<file path="config.mk">
export PLATFORM = sky130hd
export DESIGN_NAME = fcache_ctl_reg
export DESIGN_NICKNAME = d
export VERILOG_FILES = /design/src/rtl/fcc_pkg.sv /design/src/rtl/fcc_req_cell.sv /design/src/rtl/fcc_cfg_fields.sv /design/src/rtl/fcc_readback.sv /design/src/rtl/fcache_ctl_reg.sv
export SDC_FILE = /design/constraint.sdc
export NUM_CORES = 1
export LEC_CHECK = 0
export ABC_AREA = 1
export ABC_CLOCK_PERIOD_IN_PS = 1500
export CORE_MARGIN = 2
export CORE_UTILIZATION = 40
export DETAILED_ROUTE_END_ITERATION = 10
export DONT_BUFFER_PORTS = 1
export PLACE_DENSITY_LB_ADDON = 0.12
export SLEW_MARGIN = 20
export SYNTH_ARGS = -nofsm -noshare
export SYNTH_HDL_FRONTEND = slang
export SYNTH_SLANG_ARGS = --single-unit
</file>
<file path="constraint.sdc">
create_clock -name clk -period 1.5 [get_ports clk]
set_input_delay 0.075 -clock clk [delete_from_list [all_inputs] [get_ports clk]]
set_output_delay 0.075 -clock clk [all_outputs]
set_load 0.05 [all_outputs]
</file>
<file path="src/rtl/fcc_pkg.sv">
package fcc_pkg;

   // How a request bit is retired once software has raised it
   typedef enum logic [0:0] {
      CLR_ON_STATUS = 1'b0,  // retired when a status level changes
      CLR_ON_ISSUE  = 1'b1   // retired once its strobe has gone out
   } clr_kind_e;

   // Sleep policy encodings
   typedef enum logic [1:0] {
      SLP_MANUAL    = 2'd0,
      SLP_RESERVED  = 2'd1,
      SLP_AUTO_FAST = 2'd2,
      SLP_AUTO_SLOW = 2'd3
   } sleep_pol_e;

   // Field positions inside the control word
   localparam int unsigned POS_PWR_TGL  = 0;
   localparam int unsigned POS_TEMP_TGL = 1;
   localparam int unsigned POS_INVAL    = 7;
   localparam int unsigned POS_SLEEP_LO = 8;
   localparam int unsigned POS_SLEEP_HI = 9;
   localparam int unsigned POS_CACHE_OFF = 16;
   localparam int unsigned POS_PF_OFF   = 17;
   localparam int unsigned MIN_WORD_W   = POS_PF_OFF + 1;

   typedef struct packed {
      logic       pf_off;
      logic       cache_off;
      logic [1:0] sleep;
   } cfg_t;

endpackage

</file>
<file path="src/rtl/fcc_req_cell.sv">
module fcc_req_cell
   import fcc_pkg::*;
#(
   parameter clr_kind_e KIND = CLR_ON_STATUS
) (
   input  logic clk,
   input  logic rst_n,
   input  logic set_i,   // software writes 1
   input  logic ev_i,    // status level (CLR_ON_STATUS) or busy (CLR_ON_ISSUE)
   output logic req_o
);

   logic req_q;
   logic done;

   generate
      if (KIND == CLR_ON_STATUS) begin : g_status
         // Shadow samples every cycle, reset included, so a level held
         // through reset is never seen as a change.
         logic ev_q;
         always_ff @(posedge clk) begin
            ev_q <= ev_i;
         end
         assign done = ev_i ^ ev_q;
      end else begin : g_issue
         // Strobe leaves whenever the path is not busy
         assign done = ~ev_i;
      end
   endgenerate

   always_ff @(posedge clk or negedge rst_n) begin
      if (!rst_n) begin
         req_q <= 1'b0;
      end else if (set_i) begin
         req_q <= 1'b1;          // software set wins over the clear
      end else if (done) begin
         req_q <= 1'b0;
      end
   end

   assign req_o = req_q;

endmodule

</file>
<file path="src/rtl/fcc_cfg_fields.sv">
module fcc_cfg_fields
   import fcc_pkg::*;
(
   input  logic clk,
   input  logic rst_n,
   input  logic wr_hit,
   input  cfg_t wr_cfg,
   output cfg_t cfg_o,
   output logic prefetch_en_o
);

   cfg_t cfg_q;

   always_ff @(posedge clk or negedge rst_n) begin
      if (!rst_n) begin
         cfg_q <= '0;
      end else if (wr_hit) begin
         cfg_q <= wr_cfg;
      end
   end

   assign cfg_o         = cfg_q;
   // cache off forces prefetch off regardless of the prefetch field
   assign prefetch_en_o = ~cfg_q.cache_off & ~cfg_q.pf_off;

endmodule

</file>
<file path="src/rtl/fcc_readback.sv">
module fcc_readback
   import fcc_pkg::*;
#(
   parameter int unsigned ADDR_W     = 8,
   parameter int unsigned DATA_W     = 32,
   parameter int unsigned REG_OFFSET = 4
) (
   input  logic [ADDR_W-1:0] addr,
   input  cfg_t              cfg,
   input  logic              inval_req,
   input  logic              temp_req,
   input  logic              pwr_req,
   output logic [DATA_W-1:0] rdata
);

   localparam logic [ADDR_W-1:0] HIT_ADDR = ADDR_W'(REG_OFFSET);

   logic [DATA_W-1:0] word;

   always_comb begin
      word                              = '0;
      word[POS_PF_OFF]                  = cfg.pf_off;
      word[POS_CACHE_OFF]               = cfg.cache_off;
      word[POS_SLEEP_HI:POS_SLEEP_LO]   = cfg.sleep;
      word[POS_INVAL]                   = inval_req;
      word[POS_TEMP_TGL]                = temp_req;
      word[POS_PWR_TGL]                 = pwr_req;
   end

   assign rdata = (addr == HIT_ADDR) ? word : '0;

endmodule

</file>
<file path="src/rtl/fcache_ctl_reg.sv">
module fcache_ctl_reg
   import fcc_pkg::*;
#(
   parameter int unsigned ADDR_W     = 8,
   parameter int unsigned DATA_W     = 32,
   parameter int unsigned REG_OFFSET = 4
) (
   input  logic              clk,
   input  logic              rst_n,
   input  logic [ADDR_W-1:0] bus_addr,
   input  logic              bus_wr,
   input  logic [DATA_W-1:0] bus_wdata,
   output logic [DATA_W-1:0] bus_rdata,
   input  logic              flash_read_busy,
   input  logic              temp_mode_status,
   input  logic              power_mode_status,
   output logic              prefetch_en,
   output logic              cache_disable,
   output logic [1:0]        sleep_policy,
   output logic              cache_inval_stb,
   output logic              temp_toggle_req,
   output logic              power_toggle_req
);

   localparam logic [ADDR_W-1:0] HIT_ADDR = ADDR_W'(REG_OFFSET);
   localparam int unsigned       N_REQ    = 3;

   // Elaboration-time parameter checks
   generate
      if (DATA_W < MIN_WORD_W) begin : g_bad_width
         $error("fcache_ctl_reg: DATA_W too narrow for the field layout");
      end
      if ((REG_OFFSET % 4) != 0) begin : g_bad_align
         $error("fcache_ctl_reg: REG_OFFSET must be word aligned");
      end
      if (REG_OFFSET >= (64'd1 << ADDR_W)) begin : g_bad_offset
         $error("fcache_ctl_reg: REG_OFFSET outside the address range");
      end
   endgenerate

   logic wr_hit;
   cfg_t wr_cfg;
   cfg_t cfg;
   logic unused_wdata;

   assign wr_hit       = bus_wr && (bus_addr == HIT_ADDR);
   assign wr_cfg       = '{pf_off:    bus_wdata[POS_PF_OFF],
                           cache_off: bus_wdata[POS_CACHE_OFF],
                           sleep:     bus_wdata[POS_SLEEP_HI:POS_SLEEP_LO]};
   assign unused_wdata = ^bus_wdata;

   fcc_cfg_fields u_cfg (
      .clk           (clk),
      .rst_n         (rst_n),
      .wr_hit        (wr_hit),
      .wr_cfg        (wr_cfg),
      .cfg_o         (cfg),
      .prefetch_en_o (prefetch_en)
   );

   // Request cells: index 0 power, 1 temperature, 2 invalidate
   logic [N_REQ-1:0] req_set;
   logic [N_REQ-1:0] req_ev;
   logic [N_REQ-1:0] req_q;

   assign req_set[0] = wr_hit & bus_wdata[POS_PWR_TGL];
   assign req_set[1] = wr_hit & bus_wdata[POS_TEMP_TGL];
   assign req_set[2] = wr_hit & bus_wdata[POS_INVAL];
   assign req_ev     = {flash_read_busy, temp_mode_status, power_mode_status};

   generate
      for (genvar gi = 0; gi < N_REQ; gi++) begin : g_req
         localparam clr_kind_e KIND = (gi == N_REQ - 1) ? CLR_ON_ISSUE : CLR_ON_STATUS;
         fcc_req_cell #(.KIND(KIND)) u_cell (
            .clk   (clk),
            .rst_n (rst_n),
            .set_i (req_set[gi]),
            .ev_i  (req_ev[gi]),
            .req_o (req_q[gi])
         );
      end
   endgenerate

   assign power_toggle_req = req_q[0];
   assign temp_toggle_req  = req_q[1];
   assign cache_inval_stb  = req_q[2] & ~flash_read_busy;
   assign cache_disable    = cfg.cache_off;
   assign sleep_policy     = cfg.sleep;

   fcc_readback #(
      .ADDR_W     (ADDR_W),
      .DATA_W     (DATA_W),
      .REG_OFFSET (REG_OFFSET)
   ) u_rb (
      .addr      (bus_addr),
      .cfg       (cfg),
      .inval_req (req_q[2]),
      .temp_req  (req_q[1]),
      .pwr_req   (req_q[0]),
      .rdata     (bus_rdata)
   );

endmodule

</file>
After elaboration in Yosys (flattened, before gate mapping)

Cells that the tools add are included.

Bits in registers: 9
Input bits: 46
Output and inout port bits: 39
Logic and storage cells: 30

Eq/ne operators: 2
Mux-type cells: 7
Bitwise logic cells: 10
Reduce and logical (&&, ||, !) cells: 3

Operators with widths:

| operator             | number |
|---|---|
| $mux W18             | 1 |
| $eq A8 B3 Y1 const B | 1 |
| $mux W1              | 6 |
| $and A1 B1 Y1        | 5 |
| $reduce_bool A2 Y1   | 2 |
| $not A1 Y1           | 3 |
| $ne A2 B1 Y1 const B | 1 |
| $xor A1 B1 Y1        | 2 |
| $logic_and A1 B1 Y1  | 1 |

Longest topological paths before layout

Word-level depth: 4
Mapped depth: 6
Mapped depth without buffers: 6

Modules after synthesis

Synthesis repeated with hierarchy kept, for this count alone.

Cells, all modules: 108
Area, all modules: 729.4 um^2

Modules (own cells, without submodules):

| module                             | instances | cells an instance | area an instance (um^2) | sequential area each (um^2) |
|---|---|---|---|---|
| fcc_readback                       | 1         | 54                | 299.0                   | 0.0 |
| fcc_cfg_fields                     | 1         | 18                | 152.6                   | 100.1 |
| fcc_req_cell (g_req[0].u_cell ...) | 2         | 9                 | 72.6                    | 45.0 |
| fcache_ctl_reg                     | 1         | 14                | 96.3                    | 0.0 |
| fcc_req_cell (g_req[2].u_cell)     | 1         | 4                 | 36.3                    | 25.0 |

Worst setup path before layout

No wires, ideal clock.

Path kind: reg2out
Start point: register u_cfg.cfg_q (netlist bit u_cfg.cfg_o[2])
End point: output prefetch_en
Arrival: 1.302 ns
Required time: 1.425 ns
Setup slack: 0.123 ns
Cell stages (with the launch flop): 2
Path buffers: 0
Cells stage by stage: dfrtp_1 -> nor2_1

Longest elaborated chain between the ends: 2

RTL lines:

| what                   | RTL line             | text |
|---|---|---|
| from (decl)            | fcc_cfg_fields.sv:12 | `cfg_t cfg_q;` |
| from (signal assigned) | fcc_cfg_fields.sv:18 | `cfg_q <= wr_cfg;` |
| $not A1 Y1             | fcc_cfg_fields.sv:24 | `assign prefetch_en_o = ~cfg_q.cache_off & ~cfg_q.pf_off;` |
| $and A1 B1 Y1          | fcc_cfg_fields.sv:24 |  |
| to (decl)              | fcache_ctl_reg.sv:17 | `output logic prefetch_en,` |

No other way between the ends.

==> out/metrics.cfg <==
[outcome]
outcome=finished, final reports clean

[routing]
number_of_vias_after_detailed_routing=614
drcViolationCount=0
remaining_number_of_nets_flagged_by_the_antenna_check_after_routing=0
wl_met1_microns=510
met3RoutedLength_microns=119
number_of_iterations_in_the_first_detailed_routing_pass=3
finalWirelength_microns=1380
detail_route.iter0.violations=3
highest-signal-layer=met4
avgViaCountPerCell=3.91
wl_met2_microns=736
avgRoutedWirePerCell_microns=8.78

[final_layout]
num-nets-final=179
antenna_cells_inserted=0
syn_to_final_growth_pct=29.7
drive_above_1_share_pct=22.0
filler_cells=169

[yosys]
ys_top_cells_by_area=buf_4 (28%), dfrtp_1 (24%), nand2_1 (8.8%)
synth_cell_types=16
dominantRegCellSynth=dfrtp_1
yosys_register_bits=9
yosys_warnings=0
synthDominantAreaCellType=buf_4
post_synth.cell_area_avg_sq_um=7.17
asyncSetResetFlopFracSynth_pct=77.8
commonest_cells_in_the_synthesized_netlist=buf_4 (27), nand2_1 (17), inv_1 (16)
cells_after_synth=101
count_of_flip_flops_with_a_built_in_enable_after_synthesis=0
yosysMostFrequentCell=buf_4
yosysTopAreaCellShare_pct=28.0
synth-seq-area-share_pct=29.7
post_synth_instance_area_sq_um=724

[timing]
final.setup.tns_ns=0
setup_viol=0
timing.final.crit_share_pct=76.0
final.min_clock_period_ns=1.14
timing.fmax_mhz=877
finalClockSkew_ns=0.0000922
rsz0062_at_grt=no
fin_hold_ws_ns=0.0273
finalHoldViolations=0
slew_violations=0

[global_route]
grt_pass1_vias=499
grt_max_degree=9
global_route_wire_length_before_repair_microns=2130
antenna_found_initial=0
grt_usage_pct=14.1
grt_overflow=0

[critical_path]
rr_endpoint=g_req[2].u_cell.req_o$_DFFE_PN0P_
timing.critical_path.slowest_stage_cell=dlygate4sd3_1
r2r_setup_slack_ns=0.37
critPathMostFrequentCell=dlygate4sd3_1
r2r_cells=3
critPathLaunchType=primary input
timing.critical_path.cells=dlygate4sd3_1 -> nand3_1 -> dlygate4sd3_1 -> nand2_1
worst-endpoint-required_ns=1.65
timing.setup.critical_path_class=primary input to register
crit_start=bus_wdata[8]
cp_slowest_stage_delay_ns=0.55
worst_setup_path_end_kind=register
worst-path-max-fanout=1
worst_ep_arrival_time_ns=1.29
worst_r2r_startpoint=g_req[2].u_cell.req_o$_DFFE_PN0P_
endpoint=u_cfg.cfg_o[0]$_DFFE_PN0N_

[floorplan]
dieHeight_microns=46.6
ios=85
fp-row-count=15
fp.dieArea_sq_mm=0.00217
initial_utilization_pct=42.4
design.core.area_sq_mm=0.00171
die_w_microns=46.6

[cts]
cts_tree=built
cts-resized-gates=0
worstSkewPairLatency_ns=0.26
clock_tree.buffer_depth=2
path_clk_slew_ns=0.06
clock_sink_count=9
clock_tree.htree_level_count=1
clock_root_buffer_master=clkbuf_4
cts_buffers=3

[power]
power.switching_fraction_pct=41.8
int_pwr_mw=0.390
power.density_cell_area_mw_per_mm2=713
vdd_drop_max_mv=0.371
pwr-share-seq_pct=38.1
share_clk_of_total_power_pct=28.4
netSwitchingPower_mw=0.280
comb_power_share_pct=33.5
power.static_leakage_nw=0.512

[hold_path]
worst_hold_path_type=primary input to register

[run]
cap_viol_max_count=0

[place]
hpwlAfterDp_microns=1040
buffers_on_ports=0
gp_routability_congestion=0.599

==> layout make-up <==
type | instances | area [sq um] | share of cell area (%)
well taps | 25 | 31.3 | 3.33
flip-flops and latches | 9 | 215 | 22.9
multi-input cells | 71 | 325 | 34.6
inverters | 17 | 66.3 | 7.06
clock buffers | 4 | 26.3 | 2.80
repair buffers | 31 | 275 | 29.3
==> worst min-delay path by stage <==
stage                       from                                end  slack, ns  cells after the start
2_1_floorplan              rst_n  g_req[0].u_cell.req_o$_DFFE_PN0P_      -0.22                      0
4_1_cts        power_mode_status  g_req[0].u_cell.req_o$_DFFE_PN0P_       0.02                      3
3_5_place_dp               rst_n  g_req[2].u_cell.req_o$_DFFE_PN0P_      -0.22                      0
3_3_place_gp               rst_n         u_cfg.cfg_o[0]$_DFFE_PN0N_      -0.22                      0
6_report       power_mode_status  g_req[0].u_cell.req_o$_DFFE_PN0P_       0.03                      3
5_1_grt        power_mode_status  g_req[0].u_cell.req_o$_DFFE_PN0P_       0.03                      3
==> through the flow <==
stage	worst slack [ns]	cells	total power, mW	instance area [sq um]	utilization [%]
floorplan	0.123	125	0.501	815	-
CTS	0.366	157	0.673	940	55.0
global placement	0.558	136	0.457	743	43.5
detailed placement	0.571	136	0.458	743	43.5
finish	0.360	157	0.670	940	55.0
global route	0.310	157	0.707	940	55.0
==> sequential cells by signal, summed over array words and instances (netlist names) <==
signal                      cells
g_req.u_cell.req_o              3
g_req.u_cell.g_status.ev_q      2
u_cfg.cfg_o                     4
==> worst max-delay path: cells and delay by family <==
kind                   cells  cell delay (ns)
buffers and inverters      2             1.09
and+or+nand+nor            2             0.13
==> power groups by stage <==
stage	combinational, mW	sequential (mW)	clock, mW
6_report	0.224	0.255	0.190
5_1_grt	0.237	0.256	0.214
4_1_cts	0.223	0.256	0.194
3_5_place_dp	0.198	0.260	0
3_3_place_gp	0.197	0.260	0
2_1_floorplan	0.237	0.264	0
==> timing repair <==
action / 4_1_cts / 5_1_grt
hold buffers: 17 / 0
hold endpoints to repair: 16 / 0
setup buffers: 0 / 0
==> cell families (layout without fill, tap and decap cells) <==
family,Yosys count,after routing,synth area share [%]
flops,9,9,29.7
buf+inv,45,52,37.8
simple gates,43,43,29.4
other cells,1,25,0.518
xor+xnor,1,1,1.21
compound gates,2,2,1.38
==> layer usage <==
| metal | vias up | GRT usage [%] |
|---|---|---|
| met2 | 30 | 23.6 |
| met1 | 273 | 16.2 |
| met3 | 2 | 4.31 |
| li1 | 309 | - |
| met4 | 0 | 6.86 |
| met5 | - | 0 |
==> placed cells by master (no fill, tap or decap) <==
cell type      count
a21oi_1            1
conb_1            25
dfxtp_1            2
nor2_2             8
dfrtp_1            7
nor2_1             7
nand2_2            2
nor2_8             1
nand2_1           17
dlygate4sd3_1     17
xnor2_1            1
buf_4             14
clkbuf_4           3
nand3_1            8
inv_1             16
inv_4              1
o21ai_0            1
clkbuf_1           1
Power figures use the tool's default switching activity.
